$ cat config.mk
export PLATFORM = sky130hd
export DESIGN_NAME = gpio_edge_irq
export DESIGN_NICKNAME = d
export VERILOG_FILES = /design/src/rtl/gei_pkg.sv /design/src/rtl/gei_bank.sv /design/src/rtl/gei_irq_combine.sv /design/src/rtl/gpio_edge_irq.sv
export SDC_FILE = /design/constraint.sdc
export NUM_CORES = 1
export LEC_CHECK = 0
export CAP_MARGIN = 20
export CORE_MARGIN = 10
export CORE_UTILIZATION = 60
export CTS_BUF_LIST = sky130_fd_sc_hd__clkbuf_4 sky130_fd_sc_hd__clkbuf_8
export DETAILED_ROUTE_END_ITERATION = 7
export GPL_TIMING_DRIVEN = 0
export PLACE_DENSITY = 0.9
export SYNTH_ARGS = -nofsm -noshare
export SYNTH_HDL_FRONTEND = slang
export SYNTH_HIERARCHICAL = 1
export SYNTH_SLANG_ARGS = --single-unit
$ cat constraint.sdc
create_clock -name clk -period 1.85 [get_ports clk]
set_input_delay 0.185 -clock clk [delete_from_list [all_inputs] [get_ports clk]]
set_output_delay 0.185 -clock clk [all_outputs]
set_load 0.05 [all_outputs]
$ cat src/rtl/gei_pkg.sv
package gei_pkg;
  localparam int unsigned BANK_W = 32;

  typedef enum logic [1:0] {
    K_RISE = 2'd0,
    K_FALL = 2'd1,
    K_STAT = 2'd2,
    K_NONE = 2'd3
  } reg_kind_e;

  // number of populated pins in bank b
  function automatic int unsigned bank_valid(int unsigned npins, int unsigned b);
    if (npins >= (b + 1) * BANK_W) return BANK_W;
    else if (npins > b * BANK_W) return npins - b * BANK_W;
    else return 0;
  endfunction

  function automatic logic [BANK_W-1:0] valid_mask(int unsigned nvalid);
    logic [BANK_W-1:0] m;
    for (int i = 0; i < BANK_W; i++) m[i] = (i < nvalid);
    return m;
  endfunction

  // armed transitions between previous and current level
  function automatic logic [BANK_W-1:0] edge_hits(logic [BANK_W-1:0] cur,
                                                  logic [BANK_W-1:0] prev,
                                                  logic [BANK_W-1:0] ren,
                                                  logic [BANK_W-1:0] fen);
    return (cur & ~prev & ren) | (~cur & prev & fen);
  endfunction

  // new edges dominate a simultaneous clear
  function automatic logic [BANK_W-1:0] status_next(logic [BANK_W-1:0] stat,
                                                    logic [BANK_W-1:0] hits,
                                                    logic [BANK_W-1:0] clr);
    return (stat & ~clr) | hits;
  endfunction
endpackage

$ cat src/rtl/gei_bank.sv
module gei_bank
  import gei_pkg::*;
#(
  parameter int unsigned VALID = 32
) (
  input  logic              clk,
  input  logic              rst_n,
  input  logic [BANK_W-1:0] level_i,
  input  logic              rise_we_i,
  input  logic              fall_we_i,
  input  logic              clr_we_i,
  input  logic [BANK_W-1:0] wdata_i,
  output logic [BANK_W-1:0] rise_en_o,
  output logic [BANK_W-1:0] fall_en_o,
  output logic [BANK_W-1:0] status_o,
  output logic [BANK_W-1:0] hits_o
);
  localparam logic [BANK_W-1:0] VMASK = valid_mask(VALID);

  logic [BANK_W-1:0] prev_q;
  logic [BANK_W-1:0] clr_mask;

  assign hits_o   = edge_hits(level_i & VMASK, prev_q, rise_en_o, fall_en_o);
  assign clr_mask = clr_we_i ? wdata_i : '0;

  always_ff @(posedge clk or negedge rst_n) begin
    if (!rst_n) begin
      prev_q    <= '0;
      rise_en_o <= '0;
      fall_en_o <= '0;
      status_o  <= '0;
    end else begin
      prev_q   <= level_i & VMASK;
      status_o <= status_next(status_o, hits_o, clr_mask) & VMASK;
      if (rise_we_i) rise_en_o <= wdata_i & VMASK;
      if (fall_we_i) fall_en_o <= wdata_i & VMASK;
    end
  end

  // a set bit without a clearing write is held
  p_sticky_r5: assert property (@(posedge clk) disable iff (!rst_n)
    (!clr_we_i) |=> ((status_o & $past(status_o)) == $past(status_o)));

  // a bit hit by an edge is set next cycle, clear or not
  p_edge_wins_r6: assert property (@(posedge clk) disable iff (!rst_n)
    (hits_o != '0) |=> ((status_o & $past(hits_o)) == $past(hits_o)));

  // newly set bits always stem from an armed edge
  p_set_needs_hit_r7: assert property (@(posedge clk) disable iff (!rst_n)
    1'b1 |=> ((status_o & ~$past(status_o) & ~$past(hits_o)) == '0));

  // unpopulated positions stay zero
  p_unused_zero_r10: assert property (@(posedge clk) disable iff (!rst_n)
    ((status_o | rise_en_o | fall_en_o) & ~VMASK) == '0);
endmodule

$ cat src/rtl/gei_irq_combine.sv
module gei_irq_combine #(
  parameter int unsigned NUM_PINS = 81
) (
  input  logic [NUM_PINS-1:0] status_i,
  output logic                irq_pin0_o,
  output logic                irq_pin1_o,
  output logic                irq_shared_o
);
  assign irq_pin0_o   = status_i[0];
  assign irq_pin1_o   = status_i[1];
  assign irq_shared_o = |status_i[NUM_PINS-1:2];
endmodule

$ cat src/rtl/gpio_edge_irq.sv
module gpio_edge_irq
  import gei_pkg::*;
#(
  parameter int unsigned NUM_PINS = 81,
  parameter int unsigned BANK_AW  = 2
) (
  input  logic                clk,
  input  logic                rst_n,
  input  logic [NUM_PINS-1:0] pin_level_i,
  input  logic                reg_we_i,
  input  logic [BANK_AW+1:0]  reg_addr_i,
  input  logic [31:0]         reg_wdata_i,
  output logic [31:0]         reg_rdata_o,
  output logic                irq_pin0_o,
  output logic                irq_pin1_o,
  output logic                irq_shared_o
);
  localparam int unsigned NUM_BANKS = (NUM_PINS + BANK_W - 1) / BANK_W;
  localparam int unsigned PAD_W     = NUM_BANKS * BANK_W;

  reg_kind_e          kind;
  logic [BANK_AW-1:0] bank_sel;
  logic [PAD_W-1:0]   level_pad;
  logic [PAD_W-1:0]   stat_flat;
  logic [PAD_W-1:0]   hit_flat;
  logic [BANK_W-1:0]  rise_w [NUM_BANKS];
  logic [BANK_W-1:0]  fall_w [NUM_BANKS];
  logic [BANK_W-1:0]  stat_w [NUM_BANKS];

  assign kind     = reg_kind_e'(reg_addr_i[BANK_AW+1:BANK_AW]);
  assign bank_sel = reg_addr_i[BANK_AW-1:0];

  always_comb begin
    level_pad = '0;
    level_pad[NUM_PINS-1:0] = pin_level_i;
  end

  for (genvar b = 0; b < NUM_BANKS; b++) begin : g_bank
    logic sel;
    assign sel = reg_we_i && (bank_sel == BANK_AW'(b));

    gei_bank #(.VALID(bank_valid(NUM_PINS, b))) u_bank (
      .clk       (clk),
      .rst_n     (rst_n),
      .level_i   (level_pad[b*BANK_W +: BANK_W]),
      .rise_we_i (sel && kind == K_RISE),
      .fall_we_i (sel && kind == K_FALL),
      .clr_we_i  (sel && kind == K_STAT),
      .wdata_i   (reg_wdata_i),
      .rise_en_o (rise_w[b]),
      .fall_en_o (fall_w[b]),
      .status_o  (stat_w[b]),
      .hits_o    (hit_flat[b*BANK_W +: BANK_W])
    );
    assign stat_flat[b*BANK_W +: BANK_W] = stat_w[b];
  end

  always_comb begin
    reg_rdata_o = '0;
    for (int b = 0; b < NUM_BANKS; b++) begin
      if (bank_sel == BANK_AW'(b)) begin
        case (kind)
          K_RISE:  reg_rdata_o = rise_w[b];
          K_FALL:  reg_rdata_o = fall_w[b];
          K_STAT:  reg_rdata_o = stat_w[b];
          default: reg_rdata_o = '0;
        endcase
      end
    end
  end

  gei_irq_combine #(.NUM_PINS(NUM_PINS)) u_irq (
    .status_i     (stat_flat[NUM_PINS-1:0]),
    .irq_pin0_o   (irq_pin0_o),
    .irq_pin1_o   (irq_pin1_o),
    .irq_shared_o (irq_shared_o)
  );

  // the private line of pin 0 rises only if pin 0 was armed
  p_pin0_armed_r8: assert property (@(posedge clk) disable iff (!rst_n)
    $rose(irq_pin0_o) |-> $past(rise_w[0][0] | fall_w[0][0]));

  // the shared line rises only from an edge on pins 2 and up
  p_shared_src_r9: assert property (@(posedge clk) disable iff (!rst_n)
    $rose(irq_shared_o) |-> $past(hit_flat[NUM_PINS-1:2] != '0));
endmodule

# == After elaboration in Yosys (flattened, before gate mapping) ==
# Index checks and enable logic that the tools add are counted.
# totals
regBits,324
wordCells,70
input_bits,120
# classes
n_eq_ne,4
n_reduce_logical,15
n_bitwise,30
mux,9
# op_table
op,count
32-bit AND,10
32-bit NOT,6
32-bit case mux with 3 select lines,2
32-bit 2-to-1 mux,5
32-bit bitwise OR,4
17-bit AND,5
79-bit OR reduction,1
17-bit NOT,3
17-bit case mux with 3 select lines,1
17-bit bitwise OR,2
17-bit 2-to-1 mux,1
1-bit logical AND,12
"2-bit by 1-bit == test with 1-bit output, second input constant",2
"2-bit == test, second input constant",2
2-bit logical NOT,2

# == Depth between registers and ports, before layout ==
# logic_depth
depth_word,7
ltp_mapped,8
depth_no_buf,5

# == By module ==
# The synthesis kept the hierarchy.
# modules_own_cells
mod,instances,cells_each,area_per_inst_um2
gei_bank at g_bank[0].u_bank ...,2,363,5387.7
gei_bank at g_bank[2].u_bank,1,254,3266.9
gpio_edge_irq,1,457,2971.6
gei_irq_combine,1,30,188.9

# == Worst setup path before layout ==
# No wires, ideal clock.
# synth_timing
kind,in2reg
from,input reg_addr_i[1]
to,register g_bank[0].u_bank.rise_en_o[10]
n_path_buf,4
required_ps,1725
arrival_ps,1634
path_slack_ps,91
stages,8
path_cell_list,clkbuf_1 -> nor2_1 -> buf_2 -> nand2_1 -> nor3_1 -> buf_6 -> buf_12 -> mux2_4
# synth_via
elab_chain_len,3
# synth_rtl
item,line_no,rtl
from (decl),gpio_edge_irq.sv:11,"input logic [BANK_AW+1:0] reg_addr_i,"
2-bit logical NOT,gpio_edge_irq.sv:40,assign sel = reg_we_i && (bank_sel == BANK_AW'(b));
1-bit logical AND,gpio_edge_irq.sv:40,
1-bit logical AND,gpio_edge_irq.sv:46,".rise_we_i (sel && kind == K_RISE),"
to (signal assigned),gei_bank.sv:35,if (rise_we_i) rise_en_o <= wdata_i & VMASK;
to (decl),gei_bank.sv:13,"output logic [BANK_W-1:0] rise_en_o,"
# Every way passes these cells.
# A chain may end at the register's enable or synchronous reset.

# == Worst setup path after layout ==
# layout_timing
from,register g_bank[0].u_bank.status_o[23]
to,output irq_shared_o
# layout_via
elab_chain_len,1
# layout_rtl
item,line_no,rtl
from (decl),gei_bank.sv:15,"output logic [BANK_W-1:0] status_o,"
from (signal assigned),gei_bank.sv:34,"status_o <= status_next(status_o, hits_o, clr_mask) & VMASK;"
79-bit OR reduction,gei_irq_combine.sv:11,assign irq_shared_o = |status_i[NUM_PINS-1:2];
to (decl),gpio_edge_irq.sv:16,output logic irq_shared_o
# Every way passes these cells.

==> impl_summary.log <==
[metrics] proportion of layout cells with a drive suffix above 1: 0.343
[metrics] H-tree depth: 2
[metrics] Cell Count, Final, Fillers Out: 2,051
[metrics] wire length of the first global-routing pass: 80,200 microns
[metrics] number of nets with antenna violations after routing: 0
[metrics] Worst Setup Start Kind: flop
[metrics] relative slew slack: 0.581
[metrics] final setup TNS: -3.46 ns
[metrics] FILL cells: 1,544
[metrics] type of element capturing the critical path: output port
[metrics] Post-layout nets: 1,757
[metrics] average wire length per cell after detail routing: 25.7 microns
[metrics] area of the placeable core: 0.0272 sq mm
[metrics] achievable clock frequency: 403 MHz
[metrics] transition time of the tightest slew-check pin: 0.629 ns
[metrics] leak pwr: 8.88 nW
[metrics] Reg-to-Reg Start: g_bank[0].u_bank/rise_en_o[2]
[metrics] Final Hold Violating Endpoints: 0
[metrics] Worst Path Class, Setup: flop to output port
[metrics] critical-path maximum fanout: 3
[metrics] cell count after placement: 1,942
[metrics] number of placed I/O pins: 155
[metrics] core occupancy in the finished layout: 0.762
[metrics] Avg Cell Area, Syn: 12.2 sq um
[metrics] TritonCTS clock tree: built
[metrics] Arr. time, crit path: 2.29 ns
[metrics] post-DP HPWL: 33,300 microns
[metrics] clock insertion delay at the later pin of the skew report: 0.60 ns
[metrics] Tcrit/Tclk final: 1.34
[metrics] worst min-delay path category: input pin to async pin
[metrics] clock buffer count from CTS: 53
[metrics] clock tree buffer depth: 3
[metrics] Rows: 60
[metrics] Final Slew Violations: 0
[metrics] worst-case setup margin in the final layout: -0.629 ns
[metrics] root buffer cell: clkbuf_8
[metrics] mean number of vias per cell: 6.43
[metrics] endpoint required time on the critical path: 1.66 ns
[metrics] number of max-cap violations: 0
[metrics] Detailed Route Iter0 Violations: 1,501
[metrics] sum of overflow across all layers after global routing: 0
[metrics] DRC Markers: 0
[metrics] initial antenna violation count: 2
[metrics] largest net degree at the start of global routing: 113
[metrics] CTS sink count: 324
[metrics] total of buffers placed on input and output ports: 153
[metrics] Final Wtd Congestion: 0.892
[metrics] Cell Pwr Density: 989 mW/mm^2
[metrics] Setup crit start: g_bank[0].u_bank/status_o[23]
[metrics] clock skew: 0.0159 ns
[metrics] first drt pass iteration count: 6
[metrics] Area Growth Syn to Fin: 24.1%
[metrics] Die X-Extent: 187 microns
[metrics] global-route total usage across every layer: 0.288
[metrics] maximum vdd drop: 0.652 mV
[metrics] Worst-path clk slew: 0.07 ns
[metrics] setup repair after global routing missed its margin: true
[metrics] # setup viols final: 32
[metrics] height of the chip: 187 microns
[metrics] total wire length: 52,700 microns
[metrics] area of the die: 0.0349 sq mm
[metrics] number of warnings issued by yosys: 6
[metrics] via total after detailed routing: 13,181
[metrics] violated checks: setup timing
[metrics] starting utilization of the core area: 0.614
[metrics] Placement Setup Slack: -1.43 ns
[metrics] via count of the first global-routing pass: 13,965
[metrics] post-layout min period: 2.48 ns
[metrics] status: complete, but fails checks
[metrics] number of cells produced by synthesis: 1,370
[metrics] summed instance area of the synthesized netlist: 0.0167 sq mm
critical path, cell delays in order (launching register included):
cell,delay [ns]
dfrtp_1,0.46
nor4_1,0.42
nand4_1,0.29
nor3_2,0.24
nand2_2,0.11
buf_6,0.17
worst paths after layout:
kind,end,slack (ns),cells after the start
setup / recovery,irq_shared_o,-0.63,5
hold / removal,g_bank[0].u_bank/prev_q[3],0.06,2
setup reg to reg,g_bank[0].u_bank/status_o[2],0.84,4
hold reg to reg,g_bank[2].u_bank/status_o[14],0.47,1
max in group asynchronous,g_bank[0].u_bank/rise_en_o[14],0.52,4
min in group clk,g_bank[0].u_bank/prev_q[24],0.08,1
report_power, final:
group | internal [mW] | leakage, nW | total, mW | switching, mW
registers | 8.20 | 3.67 | 9.31 | 1.11
logic | 2.47 | 4.60 | 4.50 | 2.03
clock network | 3.74 | 0.613 | 6.67 | 2.93
placed cells by master, fill, tap and decap left out, types with 3 or more instances in the layout:
| cell | n |
|---|---|
| o21ai_1 | 7 |
| nor4_1 | 9 |
| mux2i_1 | 57 |
| buf_8 | 19 |
| nor3_1 | 33 |
| clkdlybuf4s50_1 | 114 |
| buf_2 | 16 |
| conb_1 | 45 |
| clkbuf_8 | 67 |
| clkbuf_2 | 10 |
| nand3b_1 | 83 |
| o21ai_0 | 57 |
| mux2i_2 | 5 |
| buf_16 | 3 |
| inv_1 | 64 |
| nor3_2 | 4 |
| dfrtp_1 | 316 |
| nand4_1 | 5 |
| mux2_2 | 22 |
| buf_4 | 69 |
| clkbuf_4 | 30 |
| nor4_2 | 6 |
| and4_1 | 17 |
| o211ai_1 | 81 |
| buf_6 | 36 |
| o221ai_2 | 14 |
| clkinv_2 | 3 |
| nand2_1 | 82 |
| mux2_4 | 140 |
| buf_12 | 14 |
| o221ai_1 | 49 |
| a21bo_2 | 81 |
| dfrtp_2 | 8 |
| nor4_4 | 4 |
| nor2_4 | 3 |
| clkbuf_1 | 9 |
| nor2_1 | 5 |
| and4_4 | 15 |
| nor2b_1 | 64 |
timing repair:
item	4_1_cts	5_1_grt
endpoints found under the hold margin	238	0
endpoints found under the setup margin	276	88
pin swaps	31	27
resized for setup	345	54
hold buffers	1	0
setup buffers	6	7
state kept, by name, summed over array words and instances (netlist names):
name	flops
g_bank.u_bank/fall_en_o	81
g_bank.u_bank/status_o	81
g_bank.u_bank/rise_en_o	81
g_bank.u_bank/prev_q	81
through the flow:
stage	total power [mW]	area [sq um]	hold WS, ns
final	20.5	20700	0.0592
after floorplan	11.7	16800	-0.111
after CTS	20.1	20500	0.0504
after global routing	21.2	20700	0.0617
after global placement	13.0	18800	0.458
after detailed placement	13.3	18900	0.0730
cell type report:
| type | count | area [sq um] | share of cell area |
|---|---|---|---|
| sequential | 324 | 8120 | 0.392 |
| multi-input combinational | 896 | 7800 | 0.377 |
| timing repair buffer | 169 | 1810 | 0.0874 |
| buffer | 129 | 1130 | 0.0546 |
| clock buffer | 92 | 1110 | 0.0536 |
| tap | 372 | 465 | 0.0225 |
| inverter | 64 | 240 | 0.0116 |
| clock inverter | 4 | 23.8 | 0.00115 |
| antenna | 1 | 2.50 | 0.000121 |
layer usage:
metal	global-route usage	wire length (microns)	vias to the layer above
met4	0.143	2650	2
li1	-	-	5448
met1	0.357	19900	6626
met5	0	13	-
met2	0.464	24700	877
met3	0.0678	5350	228
No activity file was read; power rests on OpenSTA's default activity.
